### config.mk
export PLATFORM = sky130hd
export DESIGN_NAME = iso_rx_admit
export DESIGN_NICKNAME = d
export VERILOG_FILES = /design/src/rtl/iso_rx_admit_pkg.sv /design/src/rtl/iso_rx_chan_filter.sv /design/src/rtl/iso_rx_start_gate.sv /design/src/rtl/iso_rx_admit.sv
export SDC_FILE = /design/constraint.sdc
export NUM_CORES = 1
export LEC_CHECK = 0
export BUFFER_PORTS_ARGS = -buffer_cell sky130_fd_sc_hd__buf_2
export CAP_MARGIN = 20
export CORE_MARGIN = 2
export CORE_UTILIZATION = 41
export CTS_BUF_LIST = sky130_fd_sc_hd__clkbuf_4 sky130_fd_sc_hd__clkbuf_8
export DETAILED_ROUTE_END_ITERATION = 12
export PLACE_DENSITY = 0.77
export SLEW_MARGIN = 20
export SYNTH_ARGS = -nofsm -noshare
export SYNTH_HDL_FRONTEND = slang
export SYNTH_SLANG_ARGS = --single-unit
### constraint.sdc
create_clock -name clk -period 1.86 [get_ports clk]
set_input_delay 0 -clock clk [delete_from_list [all_inputs] [get_ports clk]]
set_output_delay 0 -clock clk [all_outputs]
set_load 0.01 [all_outputs]
### src/rtl/iso_rx_admit_pkg.sv
package iso_rx_admit_pkg;

    typedef struct packed {
        logic active;
        logic cme;
        logic start;
        logic accept;
        logic keep_hdr;
    } adm_flags_t;

    localparam adm_flags_t ADM_FLAGS_RST = '{default: 1'b0};

endpackage

### src/rtl/iso_rx_chan_filter.sv
module iso_rx_chan_filter #(
    parameter int CHAN_W = 6
) (
    input  logic                      multi_i,
    input  logic [CHAN_W-1:0]         own_chan_i,
    input  logic [(1<<CHAN_W)-1:0]    mask_i,
    input  logic [CHAN_W-1:0]         chan_i,
    output logic                      hit_o
);
    localparam int NCH = 1 << CHAN_W;

    logic [NCH-1:0] chan_sel;
    logic           mask_hit;
    logic           own_hit;

    for (genvar n = 0; n < NCH; n++) begin : g_dec
        assign chan_sel[n] = (chan_i == CHAN_W'(n)) && mask_i[n];
    end

    assign mask_hit = |chan_sel;
    assign own_hit  = (chan_i == own_chan_i);
    assign hit_o    = multi_i ? mask_hit : own_hit;
endmodule

### src/rtl/iso_rx_start_gate.sv
module iso_rx_start_gate #(
    parameter int CYC_W = 13
) (
    input  logic             run_i,
    input  logic             active_i,
    input  logic             cme_i,
    input  logic             cs_valid_i,
    input  logic [CYC_W-1:0] cs_cycle_i,
    input  logic [CYC_W-1:0] cyc_match_i,
    input  logic             pkt_valid_i,
    input  logic             chan_hit_i,
    output logic             begin_pkt_o,
    output logic             begin_cs_o
);
    logic idle_run;
    logic cyc_eq;

    assign idle_run    = run_i && !active_i;
    assign cyc_eq      = cs_valid_i && (cs_cycle_i == cyc_match_i);
    assign begin_cs_o  = idle_run && cme_i && cyc_eq;
    assign begin_pkt_o = idle_run && !cme_i && pkt_valid_i && chan_hit_i;
endmodule

### src/rtl/iso_rx_admit.sv
module iso_rx_admit
    import iso_rx_admit_pkg::*;
#(
    parameter int CHAN_W  = 6,
    parameter int CYC_W   = 13,
    parameter int STAT_W  = 16,
    parameter int STAMP_W = 16
) (
    input  logic                       clk,
    input  logic                       rst_n,
    input  logic                       run_i,
    input  logic                       multi_chan_i,
    input  logic                       hdr_keep_i,
    input  logic                       cme_set_i,
    input  logic [CHAN_W-1:0]          own_chan_i,
    input  logic [(1<<CHAN_W)-1:0]     chan_mask_i,
    input  logic [CYC_W-1:0]           cyc_match_i,
    input  logic                       cs_valid_i,
    input  logic [CYC_W-1:0]           cs_cycle_i,
    input  logic [STAMP_W-1:0]         cs_stamp_i,
    input  logic                       pkt_valid_i,
    input  logic [CHAN_W-1:0]          pkt_chan_i,
    input  logic [STAT_W-1:0]          pkt_status_i,
    output logic                       accept_o,
    output logic                       keep_hdr_o,
    output logic [STAT_W+STAMP_W-1:0]  trailer_o,
    output logic                       start_o,
    output logic                       active_o,
    output logic                       cme_o
);
    localparam int TRL_W = STAT_W + STAMP_W;

    typedef struct packed {
        adm_flags_t         f;
        logic [STAMP_W-1:0] stamp;
        logic [TRL_W-1:0]   trailer;
    } adm_state_t;

    adm_state_t st_d, st_q;
    logic       chan_hit;
    logic       begin_pkt;
    logic       begin_cs;

    iso_rx_chan_filter #(.CHAN_W(CHAN_W)) i_filter (
        .multi_i    (multi_chan_i),
        .own_chan_i (own_chan_i),
        .mask_i     (chan_mask_i),
        .chan_i     (pkt_chan_i),
        .hit_o      (chan_hit)
    );

    iso_rx_start_gate #(.CYC_W(CYC_W)) i_gate (
        .run_i       (run_i),
        .active_i    (st_q.f.active),
        .cme_i       (st_q.f.cme),
        .cs_valid_i  (cs_valid_i),
        .cs_cycle_i  (cs_cycle_i),
        .cyc_match_i (cyc_match_i),
        .pkt_valid_i (pkt_valid_i),
        .chan_hit_i  (chan_hit),
        .begin_pkt_o (begin_pkt),
        .begin_cs_o  (begin_cs)
    );

    always_comb begin
        logic admit;
        st_d  = st_q;
        admit = run_i && pkt_valid_i && chan_hit && (st_q.f.active || begin_pkt);

        st_d.f.start    = begin_pkt || begin_cs;
        st_d.f.active   = run_i && (st_q.f.active || begin_pkt || begin_cs);
        st_d.f.cme      = (st_q.f.cme || cme_set_i) && !begin_cs;
        st_d.f.accept   = admit;
        st_d.f.keep_hdr = admit && hdr_keep_i;
        st_d.trailer    = (admit && hdr_keep_i) ? {pkt_status_i, st_q.stamp} : '0;
        if (cs_valid_i) begin
            st_d.stamp = cs_stamp_i;
        end
    end

    always_ff @(posedge clk) begin
        if (!rst_n) begin
            st_q.f       <= ADM_FLAGS_RST;
            st_q.stamp   <= '0;
            st_q.trailer <= '0;
        end else begin
            st_q <= st_d;
        end
    end

    assign accept_o   = st_q.f.accept;
    assign keep_hdr_o = st_q.f.keep_hdr;
    assign trailer_o  = st_q.trailer;
    assign start_o    = st_q.f.start;
    assign active_o   = st_q.f.active;
    assign cme_o      = st_q.f.cme;
endmodule

==> impl_metrics.json <==
{
  "fillers": 635,
  "dr.pass1.iters": 4,
  "numPlacedInstances": 578,
  "finalMaxSlewViolations": 0,
  "grt_first_pass_wirelength_mm": 13.71,
  "synthArstFlopShare_pct": 0,
  "drt_iter0_markers": 66,
  "cts_tree": "yes",
  "synthMuxAreaShare_pct": 9.661,
  "crit_path_start_kind": "input port",
  "grt_max_degree": 33,
  "hold_path_depth": 3,
  "netlist_instances": 343,
  "gp_congestion": 0.8294,
  "crit_path_cell_trace": "buf_2 > buf_4 > nor2_1 > a311oi_1 > a41oi_1 > o311a_1 > o31ai_4 > buf_12 > nor3_1",
  "finalHoldViolations": 0,
  "synth_enable_flop_cells": 0,
  "finalSetupViolations": 0,
  "hold_slack_ns": 0.01070,
  "critical_path_class": "input port to flip-flop",
  "die_h_um": 89.97,
  "yosys_most_used_dff": "dfxtp_1",
  "cts_setup_buffers": 0,
  "core_area_mm2": 0.007214,
  "post-place-ws_ns": -0.2251,
  "finalCritPeriodShare_pct": 95.41,
  "clk_latency_ns": 0.30,
  "use_met2_pct": 38.07,
  "ir_drop_v": 0.0003079,
  "ant_nets": 0,
  "yosys_warnings": 0,
  "portBuffers": 178,
  "post-route-util_pct": 58.85,
  "skew_ns": 0.009778,
  "multi_input_area_mm2": 0.001567,
  "status": "finished, final reports clean",
  "stdcell_count": 619,
  "cap_violations": 0,
  "wirelength_mm": 8.257,
  "worstMarginPinSlew_ns": 0.5724,
  "routed_via_density": 4.935,
  "clk_path_buf_depth": 2,
  "syn_nets": 485,
  "yosys.area_share.simple_pct": 25.93,
  "grt_use_met1_pct": 22.43,
  "areaGrowthSynthToFinish_pct": 40.09,
  "end_kind": "flip-flop",
  "vias": 3055,
  "dpl.hpwl_mm": 6.176,
  "fmax_mhz": 563.5,
  "layout_setup_ws_ns": 0.08543,
  "cts-root-buf": "clkbuf_8",
  "avgRoutedWirePerCell_um": 13.34,
  "crit_path_max_incr_delay_ns": 0.41,
  "worstPathMaxFanout": 29,
  "grtUsageMet3_pct": 4.443,
  "cts.sinks": 53,
  "relSlewSlack_pct": 61.84,
  "synth-xor-area-share_pct": 5.491,
  "drc": 0,
  "grt_antenna_before_repair": 0,
  "syn_area_mm2": 0.003030,
  "path_delay_family": "compound AO/OA/AOI/OAI gates",
  "synth_seq_cells": 53,
  "synth_cell_type_count": 54,
  "overflow": 0,
  "die_area_mm2": 0.008095,
  "die_w_um": 89.97,
  "synth_top_family_by_area": "simple AND/OR/NAND/NOR gates",
  "hold_path.class": "input port to flip-flop",
  "crit_cells": 9,
  "critical_path.slowest_cell": "o311a_1",
  "crit_buf_inv": 3,
  "powerDensity_mw_per_mm2": 561.3,
  "ios": 179,
  "cts_max_level": 2,
  "cts_buffers": 5,
  "synth_compound_gate_area_share_pct": 10.45,
  "p_leak_nw": 2.000,
  "avgSynthCellArea_um2": 8.835,
  "synth_fa_ha_area_share_pct": 0,
  "clk_pin_slew_ns": 0.09,
  "nets": 661,
  "start_util_pct": 42.00,
  "antenna_cells": 0,
  "globalRouteTotalUtil_pct": 20.14,
  "rsz0062_at_grt": "false",
  "grt_pass1_vias": 3097,
  "area.sequential_mm2": 0.001061,
  "layout-drive-gt1-share_pct": 41.92,
  "top_usage_layer": "met2",
  "reg2reg_depth": 6,
  "synth_seq_area_share_pct": 35.01,
  "num_rows": 31,
  "required_ns": 2.05,
  "cp.arrival_ns": 1.96,
  "fin_crit_ns": 1.775
}
-- area by class of cell --
| type | instances | area share, % |
|---|---|---|
| clock buffers | 6 | 1.945 |
| clock inverters | 2 | 0.3242 |
| inverters | 5 | 0.4421 |
| well taps | 99 | 2.918 |
| multi-input cells | 227 | 36.90 |
| flip-flops and latches | 53 | 24.99 |
| repair buffers | 227 | 32.48 |
-- synthesized netlist by cell type, types with 8 or more instances --
cell type  number  share of area (%)
dfxtp_1        53                 35
nor2b_1        18                3.7
nor2_1         27                3.3
nand3_1        34                5.6
mux2i_1        27                8.9
nand2_1         9                1.1
o21ai_0         8                1.3
clkbuf_1       12                1.5
nor2_2         10                2.1
buf_4          36                8.9
xor2_1         15                4.3
-- cells by family after synthesis --
| kind of cell | Yosys count |
|---|---|
| AOI/OAI and AO/OA | 41 |
| xor gates and xnor gates | 19 |
| buffers and inverters | 63 |
| DFF | 53 |
| muxes | 28 |
| and+or+nand+nor | 139 |
-- placed cells by master (no fill, tap or decap), types with 2 or more instances in the layout --
cell / count
a211oi_1: 3
nand4b_1: 3
buf_2: 178
nor2b_1: 18
dlygate4sd3_1: 33
nand3_1: 34
a22oi_1: 3
o21ai_0: 8
nor3b_1: 3
dfxtp_1: 53
nor2_1: 27
nand2_1: 9
xor2_1: 15
mux2i_1: 27
buf_12: 3
a311oi_1: 3
nand2b_1: 6
nor4_1: 6
nand3b_1: 6
o32ai_1: 2
o41a_1: 2
a211o_1: 2
o221ai_1: 2
nor2_2: 10
inv_1: 4
xnor2_1: 4
nor3_1: 3
a31oi_1: 3
or4bb_1: 3
clkbuf_8: 6
buf_4: 13
a21oi_1: 4
-- path summary, 6_finish.rpt --
path / startpoint / end / slack [ns]
worst max-delay path: pkt_chan_i[1] / trailer_o[5]$_SDFF_PN0_ / 0.09
worst max register to register: active_o$_SDFF_PN0_ / active_o$_SDFF_PN0_ / 0.37
worst min-delay path: cs_stamp_i[4] / st_q[36]$_SDFFE_PN0P_ / 0.01
worst min register to register: st_q[47]$_SDFFE_PN0P_ / trailer_o[15]$_SDFF_PN0_ / 0.44
-- layer usage --
metal | part of all wire [%] | routed length, um | vias to the layer above
met2 | 52 | 4273 | 130
met1 | 40 | 3294 | 1387
li1 | - | - | 1519
met4 | 2.1 | 172 | 0
met5 | 0 | 0 | -
met3 | 6.2 | 516 | 19
-- metrics by stage --
step           area (um^2)  TNS [ns]  power (mW)
2_1_floorplan         3040         0       1.469
3_3_place_gp          3814    -4.939       1.685
3_5_place_dp          3814    -7.426       1.696
4_1_cts               4240         0       2.400
5_1_grt               4245         0       2.508
6_report              4245         0       2.383
-- worst reg2reg max path: stages, from the launching register on --
cell,delay [ns]
dfxtp_1,0.34
nand2b_1,0.17
nor3_1,0.18
nand3_1,0.09
nor4_1,0.42
o211ai_1,0.12
o21ai_0,0.09
-- power breakdown --
part / total, mW / switching [mW] / internal (mW)
logic: 0.552 / 0.249 / 0.302
clock network: 0.656 / 0.355 / 0.302
registers: 1.17 / 0.0137 / 1.16
total: 2.38 / 0.618 / 1.77
-- flip-flops by register name (all words and copies together), names as in the netlist --
signal	count
trailer_o	32
st_q	16
accept_o	1
active_o	1
cme_o	1
keep_hdr_o	1
start_o	1
-- repair_timing --
action	CTS	global route
setup endpoints to repair	0	1
hold buffers	33	0
endpoints found under the hold margin	33	0
gates resized for setup	0	1
Power figures use the tool's default switching activity.
